`config.mk`:
```
export PLATFORM = sky130hd
export DESIGN_NAME = i2c_fifo_pair
export DESIGN_NICKNAME = d
export VERILOG_FILES = /design/src/rtl/i2cf_pkg.sv /design/src/rtl/i2cf_flush_ctrl.sv /design/src/rtl/i2cf_byte_fifo.sv /design/src/rtl/i2c_fifo_pair.sv
export SDC_FILE = /design/constraint.sdc
export NUM_CORES = 1
export LEC_CHECK = 0
export ABC_CLOCK_PERIOD_IN_PS = 7100
export CAP_MARGIN = 10
export CORE_MARGIN = 5
export CORE_UTILIZATION = 65
export CTS_BUF_LIST = sky130_fd_sc_hd__clkbuf_4
export DETAILED_ROUTE_END_ITERATION = 16
export GPL_TIMING_DRIVEN = 0
export PLACE_DENSITY = 0.86
export SLEW_MARGIN = 20
export SYNTH_ARGS = -nofsm -noshare
export SYNTH_HDL_FRONTEND = slang
export SYNTH_HIERARCHICAL = 1
export SYNTH_SLANG_ARGS = --single-unit
```
`constraint.sdc`:
```
create_clock -name clk_i -period 7.1 [get_ports clk_i]
set_input_delay 1.42 -clock clk_i [delete_from_list [all_inputs] [get_ports clk_i]]
set_output_delay 1.42 -clock clk_i [all_outputs]
set_load 0.05 [all_outputs]
```
`src/rtl/i2cf_pkg.sv`:
```
package i2cf_pkg;
  localparam int unsigned BYTE_W = 8;
  typedef logic [BYTE_W-1:0] byte_t;
  // direction of the level/threshold comparison
  typedef enum logic {CMP_AT_OR_BELOW = 1'b0, CMP_AT_OR_ABOVE = 1'b1} thr_cmp_e;
endpackage

```
`src/rtl/i2cf_flush_ctrl.sv`:
```
module i2cf_flush_ctrl #(
  parameter int unsigned FLUSH_CYCLES = 4,
  localparam int unsigned CW = (FLUSH_CYCLES > 1) ? $clog2(FLUSH_CYCLES) : 1
) (
  input  logic clk_i,
  input  logic rst_ni,
  input  logic req_i,
  output logic start_o,
  output logic clr_o,
  output logic busy_o
);
  localparam logic [CW-1:0] LAST = CW'(FLUSH_CYCLES - 1);

  logic          busy_q;
  logic [CW-1:0] cnt_q;

  assign start_o = req_i & ~busy_q;
  assign clr_o   = start_o | busy_q;
  assign busy_o  = busy_q;

  always_ff @(posedge clk_i or negedge rst_ni) begin
    if (!rst_ni) begin
      busy_q <= 1'b0;
      cnt_q  <= '0;
    end else if (start_o) begin
      busy_q <= 1'b1;
      cnt_q  <= '0;
    end else if (busy_q) begin
      if (cnt_q == LAST) busy_q <= 1'b0;
      else               cnt_q  <= cnt_q + 1'b1;
    end
  end

  p_req_starts_r8: assert property (@(posedge clk_i) disable iff (!rst_ni)
    req_i && !busy_o |=> busy_o);
  p_busy_holds_r11: assert property (@(posedge clk_i) disable iff (!rst_ni)
    busy_o && (cnt_q != LAST) |=> busy_o);
  p_busy_ends_r8: assert property (@(posedge clk_i) disable iff (!rst_ni)
    busy_o && (cnt_q == LAST) |=> !busy_o);
endmodule

```
`src/rtl/i2cf_byte_fifo.sv`:
```
module i2cf_byte_fifo import i2cf_pkg::*; #(
  parameter int unsigned DEPTH = 16,
  parameter int unsigned THR_W = 4,
  parameter thr_cmp_e    CMP   = CMP_AT_OR_BELOW,
  localparam int unsigned AW = $clog2(DEPTH),
  localparam int unsigned LW = AW + 1
) (
  input  logic          clk_i,
  input  logic          rst_ni,
  input  logic          clr_i,
  input  logic          push_i,
  input  byte_t         push_data_i,
  input  logic          pop_i,
  output byte_t         head_o,
  input  logic [THR_W-1:0] thresh_i,
  output logic [LW-1:0] level_o,
  output logic          empty_o,
  output logic          full_o,
  output logic          thr_hit_o,
  output logic          drop_o
);
  localparam logic [LW-1:0] FULL_LVL = LW'(DEPTH);

  byte_t         mem [DEPTH];
  logic [AW-1:0] wr_ptr_q, rd_ptr_q;
  logic [LW-1:0] count_q;
  logic          do_push, do_pop;
  logic [LW-1:0] thr_ext;

  assign full_o  = (count_q == FULL_LVL);
  assign empty_o = (count_q == '0);
  assign do_push = push_i & ~clr_i & ~full_o;
  assign do_pop  = pop_i & ~clr_i & ~empty_o;
  assign drop_o  = push_i & ~clr_i & full_o;
  assign head_o  = mem[rd_ptr_q];
  assign level_o = count_q;
  assign thr_ext = LW'(thresh_i);

  generate
    if (CMP == CMP_AT_OR_BELOW) begin : g_below
      assign thr_hit_o = (count_q <= thr_ext);
    end else begin : g_above
      assign thr_hit_o = (count_q >= thr_ext);
    end
  endgenerate

  always_ff @(posedge clk_i) begin
    if (do_push) mem[wr_ptr_q] <= push_data_i;
  end

  always_ff @(posedge clk_i or negedge rst_ni) begin
    if (!rst_ni) begin
      wr_ptr_q <= '0;
      rd_ptr_q <= '0;
      count_q  <= '0;
    end else if (clr_i) begin
      wr_ptr_q <= '0;
      rd_ptr_q <= '0;
      count_q  <= '0;
    end else begin
      if (do_push) wr_ptr_q <= wr_ptr_q + 1'b1;
      if (do_pop)  rd_ptr_q <= rd_ptr_q + 1'b1;
      unique case ({do_push, do_pop})
        2'b10:   count_q <= count_q + 1'b1;
        2'b01:   count_q <= count_q - 1'b1;
        default: count_q <= count_q;
      endcase
    end
  end

  p_level_bound_r4: assert property (@(posedge clk_i) disable iff (!rst_ni)
    level_o <= FULL_LVL);
  p_full_stays_r4: assert property (@(posedge clk_i) disable iff (!rst_ni)
    full_o && push_i && !pop_i && !clr_i |=> full_o);
  p_empty_pop_r10: assert property (@(posedge clk_i) disable iff (!rst_ni)
    empty_o && pop_i && !push_i && !clr_i |=> empty_o);
  p_clr_empties_r8: assert property (@(posedge clk_i) disable iff (!rst_ni)
    clr_i |=> level_o == '0);
  p_pushpop_level_r10: assert property (@(posedge clk_i) disable iff (!rst_ni)
    push_i && pop_i && !clr_i && !empty_o && !full_o |=> $stable(level_o));
endmodule

```
`src/rtl/i2c_fifo_pair.sv`:
```
module i2c_fifo_pair import i2cf_pkg::*; #(
  parameter int unsigned DEPTH        = 16,
  parameter int unsigned THR_W        = 4,
  parameter int unsigned FLUSH_CYCLES = 4,
  localparam int unsigned LW = $clog2(DEPTH) + 1
) (
  input  logic             clk_i,
  input  logic             rst_ni,
  input  logic             host_tx_wr_i,
  input  logic [7:0]       host_tx_data_i,
  input  logic             host_rx_rd_i,
  output logic [7:0]       host_rx_data_o,
  input  logic             eng_tx_rd_i,
  output logic [7:0]       eng_tx_data_o,
  input  logic             eng_rx_wr_i,
  input  logic [7:0]       eng_rx_data_i,
  input  logic [THR_W-1:0] tx_thresh_i,
  input  logic [THR_W-1:0] rx_thresh_i,
  input  logic             tx_flush_req_i,
  input  logic             rx_flush_req_i,
  output logic             tx_flush_busy_o,
  output logic             rx_flush_busy_o,
  output logic [LW-1:0]    tx_level_o,
  output logic [LW-1:0]    rx_level_o,
  output logic             tx_empty_o,
  output logic             tx_full_o,
  output logic             tx_near_empty_o,
  output logic             tx_ovr_o,
  output logic             rx_empty_o,
  output logic             rx_full_o,
  output logic             rx_near_full_o
);
  logic tx_start, tx_clr, rx_start, rx_clr;
  logic tx_drop, rx_drop;
  logic ovr_q;

  i2cf_flush_ctrl #(.FLUSH_CYCLES(FLUSH_CYCLES)) u_tx_flush (
    .clk_i, .rst_ni, .req_i(tx_flush_req_i),
    .start_o(tx_start), .clr_o(tx_clr), .busy_o(tx_flush_busy_o));

  i2cf_flush_ctrl #(.FLUSH_CYCLES(FLUSH_CYCLES)) u_rx_flush (
    .clk_i, .rst_ni, .req_i(rx_flush_req_i),
    .start_o(rx_start), .clr_o(rx_clr), .busy_o(rx_flush_busy_o));

  i2cf_byte_fifo #(.DEPTH(DEPTH), .THR_W(THR_W), .CMP(CMP_AT_OR_BELOW)) u_tx_fifo (
    .clk_i, .rst_ni, .clr_i(tx_clr),
    .push_i(host_tx_wr_i), .push_data_i(host_tx_data_i),
    .pop_i(eng_tx_rd_i), .head_o(eng_tx_data_o),
    .thresh_i(tx_thresh_i), .level_o(tx_level_o),
    .empty_o(tx_empty_o), .full_o(tx_full_o),
    .thr_hit_o(tx_near_empty_o), .drop_o(tx_drop));

  i2cf_byte_fifo #(.DEPTH(DEPTH), .THR_W(THR_W), .CMP(CMP_AT_OR_ABOVE)) u_rx_fifo (
    .clk_i, .rst_ni, .clr_i(rx_clr),
    .push_i(eng_rx_wr_i), .push_data_i(eng_rx_data_i),
    .pop_i(host_rx_rd_i), .head_o(host_rx_data_o),
    .thresh_i(rx_thresh_i), .level_o(rx_level_o),
    .empty_o(rx_empty_o), .full_o(rx_full_o),
    .thr_hit_o(rx_near_full_o), .drop_o(rx_drop));

  // sticky overrun, cleared when a transmit flush begins
  always_ff @(posedge clk_i or negedge rst_ni) begin
    if (!rst_ni)       ovr_q <= 1'b0;
    else if (tx_start) ovr_q <= 1'b0;
    else if (tx_drop)  ovr_q <= 1'b1;
  end
  assign tx_ovr_o = ovr_q;

  p_ovr_set_r5: assert property (@(posedge clk_i) disable iff (!rst_ni)
    host_tx_wr_i && tx_full_o && !tx_flush_req_i && !tx_flush_busy_o |=> tx_ovr_o);
  p_ovr_clear_r5: assert property (@(posedge clk_i) disable iff (!rst_ni)
    tx_flush_req_i && !tx_flush_busy_o |=> !tx_ovr_o);
  p_tx_flush_empty_r9: assert property (@(posedge clk_i) disable iff (!rst_ni)
    tx_flush_busy_o |-> tx_level_o == '0);
  p_rx_flush_empty_r9: assert property (@(posedge clk_i) disable iff (!rst_ni)
    rx_flush_busy_o |-> rx_level_o == '0);
  p_rx_no_ovr_r4: assert property (@(posedge clk_i) disable iff (!rst_ni)
    rx_drop |=> rx_full_o);
endmodule

```
Word-level counts from Yosys, hierarchy flattened --
Memories as Yosys holds them, arrays and structs flattened. Cells that the tools add are included.
Word-level totals: bits in latches 0, ROM bits 0, bits of input ports 32, RAM bits 256, word-level logic and storage cells 99, bits in registers 33, memories kept 2, output and inout bits 35
Memory list:
- u_rx_fifo.mem | depth 16, bits a word 8, read ports 1, clocked after Yosys merged registers in 0, write ports 1, RTL line i2cf_byte_fifo.sv:24 | byte_t mem [DEPTH];
- u_tx_fifo.mem | depth 16, bits a word 8, read ports 1, clocked after Yosys merged registers in 0, write ports 1, RTL line i2cf_byte_fifo.sv:24
Operators by class: bitwise operators 21, mux-type cells 30, $mul 0, add/subtract/negate cells 10, divide/modulo/power cells 0, eq/ne operators 10, shift-type cells 0, reduce and logical (&&, ||, !) cells 13, magnitude comparators 2
Operators by type and width (count):
- two-way mux 4 bit | 8
- one-hot mux 5 bit (2 select lines) | 2
- adder 4 x 1 -> 4 bit (second input constant) | 4
- nonzero test 2 bit | 7
- two-way mux 1 bit | 12
- two-way mux 2 bit | 6
- bitwise AND 1 bit | 11
- adder 5 x 1 -> 5 bit (second input constant) | 2
- == test 5 bit (second input constant) | 2
- zero test 5 bit | 2
- two-way mux 5 bit | 2
- subtractor 5 x 1 -> 5 bit (second input constant) | 2
- == test 2 bit (second input constant) | 4
- inverter 1 bit | 8
- nonzero test 3 bit | 2
- >= comparator 5 x 4 -> 1 bit | 1
- <= comparator 5 x 4 -> 1 bit | 1
- adder 2 x 1 -> 2 bit (second input constant) | 2
- == test 2 x 1 -> 1 bit (second input constant) | 2
- inequality test 2 x 1 -> 1 bit (second input constant) | 2
- AND reduction 2 bit | 2
- bitwise OR 1 bit | 2

Longest topological paths before layout --
Gate-level depths: netlist (run 1).
depth in word-level cells 9, depth in mapped cells 13, depth with buffers taken out 12

Modules after synthesis --
The synthesis (run 1) kept the hierarchy.
Modules (own cells, without submodules):
- i2cf_byte_fifo (u_tx_fifo) | seq. area each 4169.0 sq um, cells each 366, area each 6022.0 sq um, times used 1
- i2cf_byte_fifo (u_rx_fifo) | seq. area each 4169.0 sq um, cells each 366, area each 6019.5 sq um, times used 1
- i2cf_flush_ctrl (u_tx_flush) | seq. area each 75.1 sq um, cells each 12, area each 143.9 sq um, times used 1
- i2cf_flush_ctrl (u_rx_flush) | seq. area each 75.1 sq um, cells each 12, area each 142.6 sq um, times used 1
- i2c_fifo_pair | seq. area each 25.0 sq um, cells each 2, area each 35.0 sq um, times used 1

Worst setup path before layout (run 1) --
No wires, ideal clock.
path type input to output, from in tx_thresh_i[1], to out tx_near_empty_o, slack 2.718 ns, path buffers 0, arrival 2.962 ns, stages on the path 7, data required time 5.680 ns, path through inv_1 > ha_1 > nor2b_1 > o21a_1 > o21ai_0 > nand2b_1 > a21oi_1
On the way: cells in the longest elaborated chain, start to end 1
RTL lines:
- start: declaration | RTL line i2c_fifo_pair.sv:17 | input logic [THR_W-1:0] tx_thresh_i,
- <= comparator 5 x 4 -> 1 bit | RTL line i2cf_byte_fifo.sv:41 | assign thr_hit_o = (count_q <= thr_ext);
- end: declaration | RTL line i2c_fifo_pair.sv:27 | output logic tx_near_empty_o,
No other way between the ends.

Worst setup path after layout (run 1) --
from reg u_rx_fifo.rd_ptr_q[0], to out host_rx_data_o[3]
On the way: cells in the longest elaborated chain, start to end 1
RTL lines:
- start: declaration | RTL line i2cf_byte_fifo.sv:25 | logic [AW-1:0] wr_ptr_q, rd_ptr_q;
- start signal: assignment | RTL line i2cf_byte_fifo.sv:62 | if (do_pop) rd_ptr_q <= rd_ptr_q + 1'b1;
- memory (16 x 8 bit)
- end: declaration | RTL line i2c_fifo_pair.sv:12 | output logic [7:0] host_rx_data_o,
No other way between the ends.

==> results of run 1 <==
## state kept, by name (all words and copies together) (netlist names)
| register | count |
|---|---|
| u_rx_flush/busy_o | 1 |
| u_tx_fifo/rd_ptr_q | 4 |
| u_tx_fifo/mem | 128 |
| u_tx_flush/cnt_q | 2 |
| u_rx_fifo/mem | 128 |
| tx_ovr_o | 1 |
| u_rx_flush/cnt_q | 2 |
| u_rx_fifo/level_o | 5 |
| u_tx_fifo/level_o | 5 |
| u_rx_fifo/wr_ptr_q | 4 |
| u_tx_fifo/wr_ptr_q | 4 |
| u_tx_flush/busy_o | 1 |
| u_rx_fifo/rd_ptr_q | 4 |
## layout make-up
cell class,instances,area [um2],share of cell area
Buffer,36,168,0.0118
Clock buffer,103,773,0.0542
Antenna cell,1,2.50,0.000176
Clock inverter,18,154,0.0108
Multi-Input combinational cell,407,3610,0.253
Inverter,24,90.1,0.00632
Sequential cell,289,8510,0.597
Tap cell,234,293,0.0205
Timing Repair Buffer,66,656,0.0460
## stage by stage
stage	hold WS, ns	power, W	utilization	area [um2]
after floorplan	0.457	0.00223	-	12400
after global placement	0.465	0.00236	0.711	13300
after detailed placement	0.476	0.00238	0.712	13300
after CTS	0.486	0.00378	0.762	14300
after global routing	0.499	0.00392	0.762	14300
final	0.484	0.00374	0.762	14300
## cell usage in the layout, fill, tap and decap left out, drive strengths merged, types with 6 or more instances in the layout
master / n
a211oi: 12
a21o: 10
a21oi: 25
a221o: 7
a22oi: 6
and2: 16
buf: 15
clkbuf: 125
clkdlybuf4s50: 65
clkinv: 13
dfrtp: 33
edfxtp: 256
ha: 24
inv: 26
mux2: 21
mux2i: 13
mux4: 48
nand2: 29
nand2b: 11
nor2: 49
nor2b: 18
nor3: 12
o21ai: 30
o22ai: 6
xnor2: 9
xor2: 7
## power breakdown
part / switching [W] / internal (W) / total (W)
Clock: 0.000623 / 0.000774 / 0.00140
Sequential: 0.0000338 / 0.00188 / 0.00192
Combinational: 0.000259 / 0.000171 / 0.000429
## how the worst min path moves through the flow
stage / startpoint / endpoint / cells past startpoint / slack, ns
floorplan: u_rx_flush/cnt_q[0] / u_rx_flush/cnt_q[0] / 1 / 0.46
global placement: u_rx_flush/cnt_q[0] / u_rx_flush/cnt_q[0] / 1 / 0.47
detailed placement: u_rx_flush/cnt_q[0] / u_rx_flush/cnt_q[0] / 1 / 0.48
CTS: u_rx_flush/cnt_q[0] / u_rx_flush/cnt_q[0] / 1 / 0.49
global route: u_rx_flush/cnt_q[0] / u_rx_flush/cnt_q[0] / 1 / 0.50
finish: u_rx_flush/cnt_q[0] / u_rx_flush/cnt_q[0] / 1 / 0.48
## worst max-delay path, cell delays in order, from the launching register on
cell	delay (ns)
dfrtp_1	0.38
buf_2	0.23
buf_2	0.31
buf_2	0.37
mux2_2	0.38
o221a_2	0.30
o21ai_0	0.23
nand2_1	0.13
clkdlybuf4s50_1	0.72
## routing by layer
layer	up-vias	GRT usage	part of all wire
met3	67	0.0622	0.080
met2	393	0.406	0.51
met5	-	0	0
met1	3651	0.314	0.38
li1	3287	-	-
met4	0	0.0961	0.027
==> flow_summary.ini, run 1 <==
[status]
status = complete, no violations

[power]
power.density_nw_per_um2 = 263
p_leak_nw = 4.85
ir_worst_vdd_mv = 0.197

[floorplan]
die_h_um = 148
start_util = 0.660
die_x_um = 148
die_area_um2 = 21900
ios = 67
coreArea_um2 = 18700
fp-row-count = 50

[clock_tree]
cts_hold_buf = 0
clk_transition_reported_paths_ns = 0.07
post_cts_buffers = 0
cts_tree = built
cts_buffer_depth = 3
htreeDepth = 3
cts_root_buffer = clkbuf_4
clkLatencyLatePin_ns = 0.67
ctsResizeCount = 0
cts.sinks = 289
cts_buffers = 70

[yosys]
avgSynthCellArea_um2 = 16.3
yosysWarnings = 6
syn-cell-area_um2 = 12400
synth_nets = 812
syn_inst = 756

[setup_path]
r2r-start = u_rx_flush/busy_o
regToRegSetupSlack_ns = 3.83
reg2reg_to = u_rx_fifo/level_o[4]
arrival_ns = 3.74
startpoint_type = flop
r2r_cells = 13
crit_fanout = 10
cp-startpoint = u_rx_fifo/rd_ptr_q[0]
worst_ep_required_time_ns = 5.68
cp-endpoint = host_rx_data_o[3]
crit_type = flop to output pin
end_kind = output pin

[timing]
fin_crit_ns = 5.16
fmax_mhz = 194
final_max_slew_viol_count = 0
rsz0062_at_grt = false
worst_slack_ns = 1.94
relSlewSlack = 0.352
setup_tns_ns = 0
period_share = 0.726
skew_ns = 0.0483
hold_violations = 0
tightest_slew_ns = 0.971
final-setup-viol-count = 0

[global_route]
grt_pass1_wl_um = 41100
first_global_vias = 7759
grt_max_degree = 34
groute.usage.overall = 0.244
antenna_found_initial = 1
gr-total-overflow = 0

[drt]
firstDrtPassIters = 5
wl_per_cell_um = 21.9
dr_total_vias = 7398
wirelength_um = 25800
drt_first_iter_violations = 699
vias_per_cell = 6.28
ant_nets = 0
drcViolationCount = 0

[placed_design]
dp_cells = 1056
io_buffer_count = 66
post-place-ws_ns = 1.99
hpwl_um = 17200
gp_congestion = 0.893

[finish]
fillers = 1010
area_growth_syn_to_layout_pct = 15.4
nets = 950
drive_above_1_share = 0.221
stdcell_count = 1178

[min_path]
hp-class = flop to flop

[run]
max_cap_violations = 0
No activity file was read; power rests on OpenSTA's default activity.
==> run 2, diff against run 1 <==
--- a/config.mk
+++ b/config.mk
@@ -5,14 +5,14 @@
 export SDC_FILE = /design/constraint.sdc
 export NUM_CORES = 1
 export LEC_CHECK = 0
-export ABC_CLOCK_PERIOD_IN_PS = 7100
+export ABC_CLOCK_PERIOD_IN_PS = 5000
 export CAP_MARGIN = 10
 export CORE_MARGIN = 5
-export CORE_UTILIZATION = 65
+export CORE_UTILIZATION = 62
 export CTS_BUF_LIST = sky130_fd_sc_hd__clkbuf_4
 export DETAILED_ROUTE_END_ITERATION = 16
 export GPL_TIMING_DRIVEN = 0
-export PLACE_DENSITY = 0.86
+export PLACE_DENSITY = 0.82
 export SLEW_MARGIN = 20
 export SYNTH_ARGS = -nofsm -noshare
 export SYNTH_HDL_FRONTEND = slang
==> constraint.sdc (replaced) <==
create_clock -name clk_i -period 5 [get_ports clk_i]
set_input_delay 1 -clock clk_i [delete_from_list [all_inputs] [get_ports clk_i]]
set_output_delay 1 -clock clk_i [all_outputs]
set_load 0.05 [all_outputs]
==> run 2 against run 1 <==
Net effect: die area increased by 4.5%; highest routed layer unchanged; via count increased by 0.84%; flip-flop and latch count unchanged; clock skew decreased by 0.0045 ns; largest cell class unchanged; register-to-register slack got worse by 2.1 ns; worst setup slack got worse by 1.7 ns; worst hold slack got worse by 0.18 ns; sequential share of layout area increased by 0.15 points; count of clock-buffer cells in the layout decreased by 11; critical path depth unchanged.
==> flow_summary.ini, run 2 (synthesized netlist as in run 1, its figures left out) <==
[setup_path]
crit_type = flop to output pin
crit_fanout = 10
arrival_ns = 3.75
crit_path_top_delay_cell = clkdlybuf4s50_1
startpoint_type = flop
path_delay_family = buffers and inverters
crit_chain = buf_2 -> buf_2 -> buf_4 -> a211oi_1 -> a211oi_1 -> a21oi_1 -> o21ai_0 -> clkdlybuf4s50_1
critical-path-max-stage-delay_ns = 0.84
worst_ep_required_time_ns = 4.00
cp_num_buf_inv = 4
end_kind = output pin

[timing]
fin_crit_ns = 4.75
final-setup-viol-count = 0
fmax_mhz = 210
relSlewSlack = 0.379
skew_ns = 0.0438
tightest_slew_ns = 0.928
rsz0062_at_grt = false
setup_tns_ns = 0
period_share = 0.950
worst_slack_ns = 0.248
final_max_slew_viol_count = 0
hold_violations = 0
hold_ws_ns = 0.304

[floorplan]
die_area_um2 = 22800
fp-row-count = 51
die_h_um = 151
ios = 67
coreArea_um2 = 19500
die_x_um = 151
start_util = 0.633

[finish]
area_growth_syn_to_layout_pct = 15.1
reg_top3 = u_rx_fifo/mem x128, u_tx_fifo/mem x128
layout_commonest_cell = edfxtp_1
final_cell_mix = edfxtp_1 (256), clkbuf_4 (92), clkdlybuf4s50_1 (65)
drive_above_1_share = 0.212
diodes = 0
nets = 953
stdcell_count = 1208
final_util = 0.728

[clock_tree]
cts_buffers = 72
ctsResizeCount = 0
cts_tree = built
cts_buffer_depth = 3
htreeDepth = 3
post_cts_buffers = 0
cts_root_buffer = clkbuf_4
cts.sinks = 289
cts_hold_buf = 0
clk_transition_reported_paths_ns = 0.07
clkLatencyLatePin_ns = 0.66

[drt]
drt_first_iter_violations = 776
dr_total_vias = 7460
ant_nets = 0
drcViolationCount = 0
wirelength_um = 26100
firstDrtPassIters = 6
vias_per_cell = 6.18
wl_per_cell_um = 21.6

[power]
ir_worst_vdd_mv = 0.322
power.density_nw_per_um2 = 361
p_leak_nw = 4.80

[status]
status = complete, no violations

[global_route]
grt_pass1_wl_um = 40700
antenna_found_initial = 0
groute.usage.overall = 0.237
grt_max_degree = 34
gr-total-overflow = 0
first_global_vias = 7715

[min_path]
hp-class = primary input to async pin

[placed_design]
dp_cells = 1088
io_buffer_count = 66
gp_congestion = 0.887
hpwl_um = 17600
post-place-ws_ns = 0.707

[run]
max_cap_violations = 0
[run 2: cell types whose count changed in the layout (fill, tap and decap cells not counted), sizes merged]
cell / before / now
diode: 1 / 0
clkinv: 13 / 22
inv: 26 / 27
buf: 15 / 16
bufinv: 3 / 1
clkinvlp: 0 / 2
clkbuf: 125 / 114
[run 2: metrics by stage]
| stage | power, W | cell area, um2 |
|---|---|---|
| final | 0.00513 | 14200 |
| after detailed placement | 0.00338 | 13400 |
| after floorplan | 0.00317 | 12400 |
| after global routing | 0.00538 | 14200 |
| after global placement | 0.00335 | 13300 |
| after CTS | 0.00519 | 14200 |
[run 2: report_power, final]
part | internal (W) | total (W) | switching, W
Combinational | 0.000244 | 0.000611 | 0.000367
Clock | 0.000915 | 0.00180 | 0.000880
Sequential | 0.00268 | 0.00272 | 0.0000475
[run 2: routing by layer]
metal	up-vias	track usage	share of wire
met5	-	0	0
met4	0	0.0916	0.024
met3	66	0.0595	0.092
met2	439	0.401	0.51
met1	3677	0.298	0.37
li1	3278	-	-
[run 2: area by class of cell]
class                      instances  area [um2]
clock inverter                    28         144
timing repair buffer              67         676
fill                            1237        5310
sequential                       289        8510
multi-input combinational        407        3610
tap                              265         332
buffer                            36         168
inverter                          24        90.1
clock buffer                      92         691
[run 2: final timing paths]
path                                  startpoint                     to  slack, ns  depth (start not counted)
setup / recovery           u_tx_fifo/rd_ptr_q[0]       eng_tx_data_o[7]       0.25                          8
hold / removal                            rst_ni  u_rx_fifo/wr_ptr_q[2]       0.30                          2
setup reg to reg               u_rx_flush/busy_o   u_rx_fifo/level_o[4]       1.70                         13
hold reg to reg              u_rx_flush/cnt_q[0]    u_rx_flush/cnt_q[0]       0.49                          1
max in group asynchronous                 rst_ni  u_tx_fifo/wr_ptr_q[1]       4.49                          2
min in group clk_i           u_rx_flush/cnt_q[0]    u_rx_flush/cnt_q[0]       0.49                          1
